## src/rtl/dmac_pkg.sv

```systemverilog
package dmac_pkg;

    localparam logic [3:0] OP_SET_IO   = 4'h0;
    localparam logic [3:0] OP_SET_ADDR = 4'h2;
    localparam logic [3:0] OP_GET_ADDR = 4'h3;
    localparam logic [3:0] OP_SET_CNT  = 4'h4;
    localparam logic [3:0] OP_GET_CNT  = 4'h5;
    localparam logic [3:0] OP_GET_STAT = 4'h6;
    localparam logic [3:0] OP_SET_MODE = 4'h7;
    localparam logic [3:0] OP_MASK     = 4'h9;
    localparam logic [3:0] OP_UNMASK   = 4'hA;
    localparam logic [3:0] OP_MCLR     = 4'hD;
    localparam logic [3:0] OP_IDLE     = 4'hF;

    localparam int MB_IO   = 0;
    localparam int MB_XFER = 2;
    localparam int MB_READ = 3;
    localparam int MB_WORD = 6;

    typedef struct packed {
        logic [23:0] addr;
        logic [15:0] cnt;
        logic [15:0] iop;
        logic [7:0]  mode;
        logic        mask;
        logic        tc;
    } chan_st_t;

    typedef struct packed {
        logic [3:0] op;
        logic [3:0] ch;
        logic [1:0] ptr;
    } seq_st_t;

    function automatic logic [1:0] wr_len(input logic [3:0] op);
        case (op)
            OP_SET_IO:   return 2'd2;
            OP_SET_ADDR: return 2'd3;
            OP_SET_CNT:  return 2'd2;
            OP_SET_MODE: return 2'd1;
            default:     return 2'd0;
        endcase
    endfunction

    function automatic logic [1:0] rd_len(input logic [3:0] op);
        case (op)
            OP_GET_ADDR: return 2'd3;
            OP_GET_CNT:  return 2'd2;
            OP_GET_STAT: return 2'd1;
            default:     return 2'd0;
        endcase
    endfunction

endpackage

```

## src/rtl/dmac_seq.sv

```systemverilog
module dmac_seq
    import dmac_pkg::*;
(
    input  logic       clk,
    input  logic       rst_n,
    input  logic       cmd_we,
    input  logic [7:0] cmd_wdata,
    input  logic       dat_we,
    input  logic       dat_re,
    output logic [3:0] op_o,
    output logic [3:0] ch_o,
    output logic [1:0] ptr_o,
    output logic       wr_fire_o
);

    seq_st_t seq_d, seq_q;
    logic    rd_adv;

    always_comb begin
        seq_d     = seq_q;
        wr_fire_o = !cmd_we && dat_we && (seq_q.ptr < wr_len(seq_q.op));
        rd_adv    = !cmd_we && !dat_we && dat_re && (seq_q.ptr < rd_len(seq_q.op));
        if (cmd_we) begin
            seq_d.op  = cmd_wdata[7:4];
            seq_d.ch  = cmd_wdata[3:0];
            seq_d.ptr = 2'd0;
        end else if (wr_fire_o || rd_adv) begin
            seq_d.ptr = seq_q.ptr + 2'd1;
        end
    end

    always_ff @(posedge clk) begin
        if (!rst_n) begin
            seq_q <= '{op: OP_IDLE, ch: 4'd0, ptr: 2'd0};
        end else begin
            seq_q <= seq_d;
        end
    end

    assign op_o  = seq_q.op;
    assign ch_o  = seq_q.ch;
    assign ptr_o = seq_q.ptr;

    AST_PTR_CLEAR: assert property (@(posedge clk) disable iff (!rst_n)
        cmd_we |=> (seq_q.ptr == 2'd0));

endmodule

```

## src/rtl/dmac_chan.sv

```systemverilog
module dmac_chan
    import dmac_pkg::*;
(
    input  logic       clk,
    input  logic       rst_n,
    input  logic       clr,
    input  logic       wr,
    input  logic [3:0] wr_op,
    input  logic [1:0] wr_idx,
    input  logic [7:0] wr_data,
    input  logic       mask_set,
    input  logic       mask_clr,
    input  logic       stb,
    output chan_st_t   st_o
);

    chan_st_t ch_d, ch_q;
    logic     active;
    logic [23:0] step;

    always_comb begin
        ch_d   = ch_q;
        active = stb && !ch_q.mask && ch_q.mode[MB_XFER];
        step   = ch_q.mode[MB_WORD] ? 24'd2 : 24'd1;
        if (clr) begin
            ch_d      = '0;
            ch_d.mask = 1'b1;
        end else begin
            if (wr) begin
                case (wr_op)
                    OP_SET_ADDR: begin
                        case (wr_idx)
                            2'd0:    ch_d.addr[7:0]   = wr_data;
                            2'd1:    ch_d.addr[15:8]  = wr_data;
                            default: ch_d.addr[23:16] = wr_data;
                        endcase
                    end
                    OP_SET_CNT: begin
                        if (wr_idx == 2'd0) ch_d.cnt[7:0]  = wr_data;
                        else                ch_d.cnt[15:8] = wr_data;
                        ch_d.tc = 1'b0;
                    end
                    OP_SET_IO: begin
                        if (wr_idx == 2'd0) ch_d.iop[7:0]  = wr_data;
                        else                ch_d.iop[15:8] = wr_data;
                    end
                    OP_SET_MODE: ch_d.mode = wr_data;
                    default: ;
                endcase
            end else if (active) begin
                ch_d.addr = ch_q.addr + step;
                ch_d.cnt  = ch_q.cnt - 16'd1;
                if (ch_q.cnt == 16'd0) ch_d.tc = 1'b1;
            end
            if (mask_set)      ch_d.mask = 1'b1;
            else if (mask_clr) ch_d.mask = 1'b0;
        end
    end

    always_ff @(posedge clk) begin
        if (!rst_n) begin
            ch_q      <= '0;
            ch_q.mask <= 1'b1;
        end else begin
            ch_q <= ch_d;
        end
    end

    assign st_o = ch_q;

    AST_MASK_FREEZE: assert property (@(posedge clk) disable iff (!rst_n)
        (ch_q.mask && !wr && !clr) |=> ($stable(ch_q.addr) && $stable(ch_q.cnt)));
    AST_TC_WRAP: assert property (@(posedge clk) disable iff (!rst_n)
        (stb && !wr && !clr && !ch_q.mask && ch_q.mode[MB_XFER] && ch_q.cnt == 16'd0)
        |=> (ch_q.tc && ch_q.cnt == 16'hFFFF));
    AST_CLR_STATE: assert property (@(posedge clk) disable iff (!rst_n)
        clr |=> (ch_q.mask && !ch_q.tc && ch_q.addr == 24'd0 && ch_q.cnt == 16'd0));
    AST_WR_BEATS_STB: assert property (@(posedge clk) disable iff (!rst_n)
        (wr && stb && !clr && wr_op == OP_SET_ADDR) |=> $stable(ch_q.cnt));

endmodule

```

## src/rtl/dmac_cmd_port.sv

```systemverilog
module dmac_cmd_port
    import dmac_pkg::*;
#(
    parameter int NCH = 16,
    localparam int CHW = (NCH > 1) ? $clog2(NCH) : 1
) (
    input  logic           clk,
    input  logic           rst_n,
    input  logic           cmd_we,
    input  logic [7:0]     cmd_wdata,
    input  logic           dat_we,
    input  logic [7:0]     dat_wdata,
    input  logic           dat_re,
    output logic [7:0]     dat_rdata,
    input  logic           xfer_stb,
    input  logic [CHW-1:0] xfer_chan,
    output logic           eng_go,
    output logic           eng_word,
    output logic           eng_read,
    output logic           eng_io,
    output logic [15:0]    eng_ioport,
    output logic [NCH-1:0] mask_o,
    output logic [NCH-1:0] tc_o
);

    logic [3:0] seq_op, seq_ch;
    logic [1:0] seq_ptr;
    logic       wr_fire;
    chan_st_t   st [NCH];
    chan_st_t   cur, eng;
    logic       mclr;

    dmac_seq u_seq (
        .clk       (clk),
        .rst_n     (rst_n),
        .cmd_we    (cmd_we),
        .cmd_wdata (cmd_wdata),
        .dat_we    (dat_we),
        .dat_re    (dat_re),
        .op_o      (seq_op),
        .ch_o      (seq_ch),
        .ptr_o     (seq_ptr),
        .wr_fire_o (wr_fire)
    );

    assign mclr = cmd_we && (cmd_wdata[7:4] == OP_MCLR);

    for (genvar gi = 0; gi < NCH; gi++) begin : g_chan
        dmac_chan u_chan (
            .clk      (clk),
            .rst_n    (rst_n),
            .clr      (mclr),
            .wr       (wr_fire && (seq_ch == 4'(gi))),
            .wr_op    (seq_op),
            .wr_idx   (seq_ptr),
            .wr_data  (dat_wdata),
            .mask_set (cmd_we && cmd_wdata[7:4] == OP_MASK   && cmd_wdata[3:0] == 4'(gi)),
            .mask_clr (cmd_we && cmd_wdata[7:4] == OP_UNMASK && cmd_wdata[3:0] == 4'(gi)),
            .stb      (xfer_stb && (xfer_chan == CHW'(gi))),
            .st_o     (st[gi])
        );
        assign mask_o[gi] = st[gi].mask;
        assign tc_o[gi]   = st[gi].tc;
    end

    always_comb begin
        cur = '0;
        eng = '0;
        for (int i = 0; i < NCH; i++) begin
            if (seq_ch == 4'(i))      cur = st[i];
            if (xfer_chan == CHW'(i)) eng = st[i];
        end
    end

    always_comb begin
        dat_rdata = 8'h00;
        if (seq_ptr < rd_len(seq_op)) begin
            case (seq_op)
                OP_GET_ADDR: begin
                    case (seq_ptr)
                        2'd0:    dat_rdata = cur.addr[7:0];
                        2'd1:    dat_rdata = cur.addr[15:8];
                        default: dat_rdata = cur.addr[23:16];
                    endcase
                end
                OP_GET_CNT:  dat_rdata = (seq_ptr == 2'd0) ? cur.cnt[7:0] : cur.cnt[15:8];
                OP_GET_STAT: dat_rdata = {6'd0, cur.tc, cur.mask};
                default: ;
            endcase
        end
    end

    assign eng_go     = !eng.mask && eng.mode[MB_XFER];
    assign eng_word   = eng.mode[MB_WORD];
    assign eng_read   = eng.mode[MB_READ];
    assign eng_io     = eng.mode[MB_IO];
    assign eng_ioport = eng.iop;

    AST_MCLR_ALL: assert property (@(posedge clk) disable iff (!rst_n)
        mclr |=> (&mask_o && tc_o == '0));
    AST_MASK_CMD: assert property (@(posedge clk) disable iff (!rst_n)
        (cmd_we && cmd_wdata[7:4] == OP_MASK && cmd_wdata[3:0] == 4'd0) |=> mask_o[0]);

endmodule

```

## config.mk

```make
export PLATFORM = sky130hd
export DESIGN_NAME = dmac_cmd_port
export DESIGN_NICKNAME = d
export VERILOG_FILES = /design/src/rtl/dmac_pkg.sv /design/src/rtl/dmac_seq.sv /design/src/rtl/dmac_chan.sv /design/src/rtl/dmac_cmd_port.sv
export SDC_FILE = /design/constraint.sdc
export NUM_CORES = 2
export LEC_CHECK = 0
export ABC_AREA = 1
export BUFFER_PORTS_ARGS = -buffer_cell sky130_fd_sc_hd__buf_2
export CAP_MARGIN = 15
export CORE_MARGIN = 4
export CORE_UTILIZATION = 53
export CTS_CLUSTER_DIAMETER = 100
export DETAILED_ROUTE_END_ITERATION = 7
export PLACE_DENSITY = 0.72
export SETUP_SLACK_MARGIN = 0.3
export SLEW_MARGIN = 10
export SYNTH_ARGS = -nofsm -noshare
export SYNTH_HDL_FRONTEND = slang
export SYNTH_HIERARCHICAL = 1
export SYNTH_SLANG_ARGS = --single-unit
```

## constraint.sdc

```tcl
create_clock -name clk -period 12.6 [get_ports clk]
set_input_delay 1.89 -clock clk [delete_from_list [all_inputs] [get_ports clk]]
set_output_delay 1.89 -clock clk [all_outputs]
set_load 0.01 [all_outputs]
```

* Word level (Yosys, flattened, before mapping)
Index checks and enable logic that the tools add are counted.
** Cells by class
- Add/subtract/negate cells :: 33
- $lt $le $gt $ge :: 2
- Eq/ne operators :: 151
- Muxes and demuxes :: 141
- Bitwise logic cells :: 2
- Reductions and logical operators :: 342
** Operators with widths (count)
- $mux W40 :: 32
- $mux W66 :: 16
- $mux W26 :: 16
- $add A24 B2 Y24 :: 16
- $reduce_and A3 Y1 :: 128
- $logic_not A16 Y1 :: 16
- $sub A16 B1 Y16 const B :: 16
- $ne A2 B2 Y1 const B :: 96
- $eq A4 B4 Y1 const B :: 27
- $logic_and A1 B1 Y1 :: 105
- $eq A4 B3 Y1 const B :: 16
- $reduce_bool A2 Y1 :: 32
- $mux W1 :: 49
- $mux W8 :: 6
- $reduce_or A3 Y1 :: 16
- $eq A4 B2 Y1 const B :: 8
- $mux W2 :: 16
- $reduce_and A2 Y1 :: 16
- $mux W24 :: 1
- $pmux W8 S3 :: 1
- $logic_not A1 Y1 :: 19
- $logic_not A4 Y1 :: 4
- $mux W16 :: 1
- $pmux W8 S2 :: 1
- 9 further kinds :: 17
** Word-level totals
- Register bits after elaboration :: 1066
- Input bits :: 26
- Output and inout port bits :: 60
- Logic and storage cells :: 834

* Logic depth before layout (Yosys ltp)
- Depth in word-level cells :: 20
- Mapped depth :: 21
- Mapped depth without buffers :: 18

* Hierarchy
The synthesis kept the hierarchy.
** Modules (own cells, without submodules)
- dmac_chan at g_chan[0].u_chan ... :: times used 15, cells each 600, area an instance 3895.0 um2, sequential area each 1321.3 um2
- dmac_cmd_port :: times used 1, cells each 2031, area an instance 8718.4 um2, sequential area each 0.0 um2
- dmac_chan at g_chan[7].u_chan :: times used 1, cells each 618, area an instance 3726.1 um2, sequential area each 1321.3 um2
- dmac_seq :: times used 1, cells each 78, area an instance 530.5 um2, sequential area each 200.2 um2

* Worst setup path before layout
OpenSTA, ideal clock, no wires.
- Path kind :: input port to output port
- Start :: input port xfer_chan[1]
- End :: output port eng_ioport[14]
- Arrival time :: 3.366 ns
- Data required time :: 10.710 ns
- Path slack :: 7.344 ns
- Stages :: 14
- Path buffers :: 1
- Path through :: inv_1 -> nand2_1 -> inv_1 -> nand2_1 -> clkinv_1 -> clkbuf_1 -> nand2_1 -> nand2_1 -> a21oi_1 -> nand4_1 -> o21ai_0 -> nand3_1 -> a211oi_1 -> nand4_1
** Between the ends
- Word-level cells in the longest chain between the ends :: 17
** Ends and longest elaborated chain
- start: declaration :: RTL line dmac_cmd_port.sv:16 : input logic [CHW-1:0] xfer_chan,
- $logic_not A4 Y1 :: RTL line dmac_cmd_port.sv:71 : if (xfer_chan == CHW'(i)) eng = st[i];
- $mux W26 (15 in series) :: RTL line dmac_cmd_port.sv:71
- $mux W26 * :: RTL line dmac_cmd_port.sv:71
- end: declaration :: RTL line dmac_cmd_port.sv:21 : output logic [15:0] eng_ioport,
Every way passes the cells marked *; elsewhere a longest branch is shown, timed or not.

* Final worst setup path
- Start :: register u_seq.seq_q, in the netlist u_seq/ch_o[0]
- End :: output port dat_rdata[6]
** Between the ends
- Word-level cells in the longest chain between the ends :: 20
** Ends and longest elaborated chain
- start: declaration :: RTL line dmac_seq.sv:16 : seq_st_t seq_d, seq_q;
- start signal: assignment :: RTL line dmac_seq.sv:34 : seq_q <= '{op: OP_IDLE, ch: 4'd0, ptr: 2'd0};
- start signal: assignment :: RTL line dmac_seq.sv:36 : seq_q <= seq_d;
- $logic_not A4 Y1 :: RTL line dmac_cmd_port.sv:70 : if (seq_ch == 4'(i)) cur = st[i];
- $mux W66 (15 in series) :: RTL line dmac_cmd_port.sv:70
- $mux W66 * :: RTL line dmac_cmd_port.sv:70
- $pmux W8 S2 or $mux W8 (tied branches) :: RTL line dmac_cmd_port.sv:80, dmac_cmd_port.sv:86
- $pmux W8 S3 * :: RTL line dmac_cmd_port.sv:78 : case (seq_op)
- $mux W8 * :: RTL line dmac_cmd_port.sv:77 : if (seq_ptr < rd_len(seq_op)) begin
- end: declaration :: RTL line dmac_cmd_port.sv:14 : output logic [7:0] dat_rdata,
Marked as above.

==> parameters.txt <==
Parameter                              Value

Worst setup path
  Worst Reg-to-Reg Cells    18
  Signal arrival time at the worst endpoint    5070 ps
  R2r startpoint    u_seq/op_o[0]
  Crit-path max cell delay    640 ps
  Endpoint of the worst-slack reg-to-reg timing path    g_chan[6].u_chan/st_o[54]
  Worst Path Max Fanout    31
  Series of cell instances along the critical path    inv_1, nand2_1, nor2_2, buf_4, inv_1, nor2_1, nor2_1, nand4_1, nand2_1, nand4_1, nand2_1, nand3_1, nand2_1, nand3_1, nand2_1, a21oi_1, buf_2
  Critical Path Most Common Cell    nand2_1
  Register-to-register setup slack    7780 ps
  Critical path launch point type    flip-flop
  CP max-delay cell    inv_1
  Worst setup path class    reg2out
  Critical Path End Type    output port
  Data required, critical path    around 11000 ps

Power and ir drop
  Max VDD drop    ~130 µV
  Leakage power    between 30 and 40 nW
  Comb power frac    4.9%
  Switching power as a share of total power    between 20 and 30%
  Power density of the placed cells    approximately 99 nW/µm²
  Total chip power    7.409 mW
  Pint    roughly 5.5 mW
  Sequential group share of total power    42.8%
  Proportion of power drawn by the clock network    a little over half
  Net switching power    1.861 mW

Logic synthesis
  Count of warnings emitted by yosys    6
  Post-Syn Instances    11470
  Netlist area before placement    69320 µm²
  Average cell area after synthesis    6.043 µm²
  Total nets after synthesis    11560

Clocking
  Number of CTS-inserted buffers    120
  Bufs on Longest Clock Path    3
  H-tree lvl count    3
  Number of hold buffers added after CTS    0
  CTS tree    yes
  Count of buffers added by post-CTS timing repair for setup    0
  Clock edge transition at the registers on the reported setup and hold paths    60 ps
  CTS sink cnt    1002
  Clock latency on the worst-skew pair    780 ps
  Count of instances resized after the clock tree is built    0
  Cell at the root of the clock tree    clkbuf_16

Global routing
  Pin count of the biggest net entering global routing    56
  Vias in the first global route    between 70000 and 80000
  Number of antenna violations at the first check in global routing    13
  Total overflow reported by the global router    0
  Global-route usage over all layers    between 40% and 50%
  First-pass GRT wire length    442800 µm

Hold path
  Hold-critical path endpoint    g_chan[7].u_chan/st_o[42]
  Start point of the worst min-delay path    g_chan[7].u_chan/st_o[42]
  Path class of the lowest-slack min-delay path    reg2reg
  Worst hold path depth    2

Detailed routing
  Sum of routed wire length over all layers    299800 µm
  Remaining routing DRC violations    4
  Avg Vias per Cell    5.956
  Initial DRC Count    10430
  Final antenna-violating net count    0
  Via count    between 70000 and 80000
  Detailed Routing Iterations Pass 1    8
  Average wire length per cell after detail routing    22.61 µm

Timing
  # setup viols final    0
  Fraction of the cycle the final worst path needs    between 50% and 60%
  Max Clock Skew    20.09 ps
  Count of endpoints failing hold in the final timing report    0
  Setup TNS after final layout    0 ps
  Final Max Slew Viols    0
  Minimum clock period    6963 ps
  Least-Margin Pin Slew    1174 ps
  Slew HR    21.07%
  RSZ-0062 raised after global routing    no
  Achievable Freq    about 140 MHz

Die
  Effective utilization at floorplan    approximately 53%
  IO Pins    86
  Site row count    132
  Die height    between 300 and 400 µm
  Die extent in x    369.6 µm
  Full die area    136600 µm²
  Core Footprint    ~130000 µm²

Run
  Max-capacitance violation count    0

Place
  HPWL Detailed    220700 µm
  Routability cong.    1.076
  Count of buffers from port buffering    85

Final layout
  Syn-to-layout area delta    8.216%
  Fill count    between 10000 and 15000
  FF+latch area    ~20000 µm²
  Number of nets in the finished design    11500
  Combined area of the multi-input logic cells    42710 µm²
  Fraction of final layout cells with drive strength greater than 1    9.646%
  Leading cell types in the layout, fill and taps excluded    nand2_1 (3061), nor2_1 (2042), inv_1 (1147)
  Most frequent standard cell in the layout excluding fill and tap cells    nand2_1

Outcome
  Run status    finished with violations
  Violations in the final reports    design-rule violations
## metrics by stage
step                      setup slack [ps]  hold WS, ps  area [µm²]  cells  utilization, %
after floorplan                       7344        437.2       69320  11470               -
final                                 5637        484.9       75010  13260           57.86
after global placement                6161        466.0       70600  13020           54.45
after detailed placement              5978        472.3       70600  13020           54.45
after global routing                  5508        505.4       75000  13250           57.85
after CTS                             5935        481.4       74930  13250           57.80
## sequential cells by signal, summed over array words and instances, names as in the netlist
register / flops
u_seq/ch_o: 4
u_seq/op_o: 4
g_chan.u_chan/st_o: 992
u_seq/ptr_o: 2
## area by class of cell
type	instances	share of cell area, %
Multi-Input combinational cell	8904	56.94
Sequential cell	1002	26.75
Inverter	1205	6.080
Clock buffer	174	4.660
Tap cell	1742	2.906
Timing Repair Buffer	172	1.513
Clock inverter	50	1.118
Antenna cell	8	0.02669
## how the worst max path moves through the flow
stage / start / end / slack (ps) / cells past startpoint
6_report: u_seq/ch_o[0] / dat_rdata[6] / 5640 / 17
4_1_cts: u_seq/ch_o[2] / dat_rdata[1] / 5940 / 16
5_1_grt: u_seq/ch_o[1] / dat_rdata[6] / 5510 / 17
2_1_floorplan: xfer_chan[1] / eng_ioport[14] / 7340 / 14
3_3_place_gp: xfer_chan[0] / eng_ioport[14] / 6160 / 10
3_5_place_dp: xfer_chan[0] / eng_io / 5980 / 10
## per-layer routing
metal	up-vias	wire length, µm	global-route usage, %	share of wire [%]
met2	4784	126400	63.46	42
li1	36580	-	-	-
met1	36470	112600	52.38	38
met5	-	32	0	0.011
met4	4	28170	32.70	9.4
met3	1135	32590	8.697	11
## worst max-delay path: cells and delay by family (launching register included)
kind	cells	cell delay (ps)
AOI/OAI and AO/OA	1	120
buffers and inverters	4	1150
DFF	1	450
and+or+nand+nor	12	2540
## power groups by stage
stage | Clock [mW] | Combinational, mW | Sequential, mW
global route | 4.01 | 0.370 | 3.17
finish | 3.87 | 0.365 | 3.17
floorplan | 0 | 0.159 | 3.25
detailed placement | 0 | 0.342 | 3.24
CTS | 3.88 | 0.343 | 3.17
global placement | 0 | 0.339 | 3.24
(Power assumes the default switching activity.)
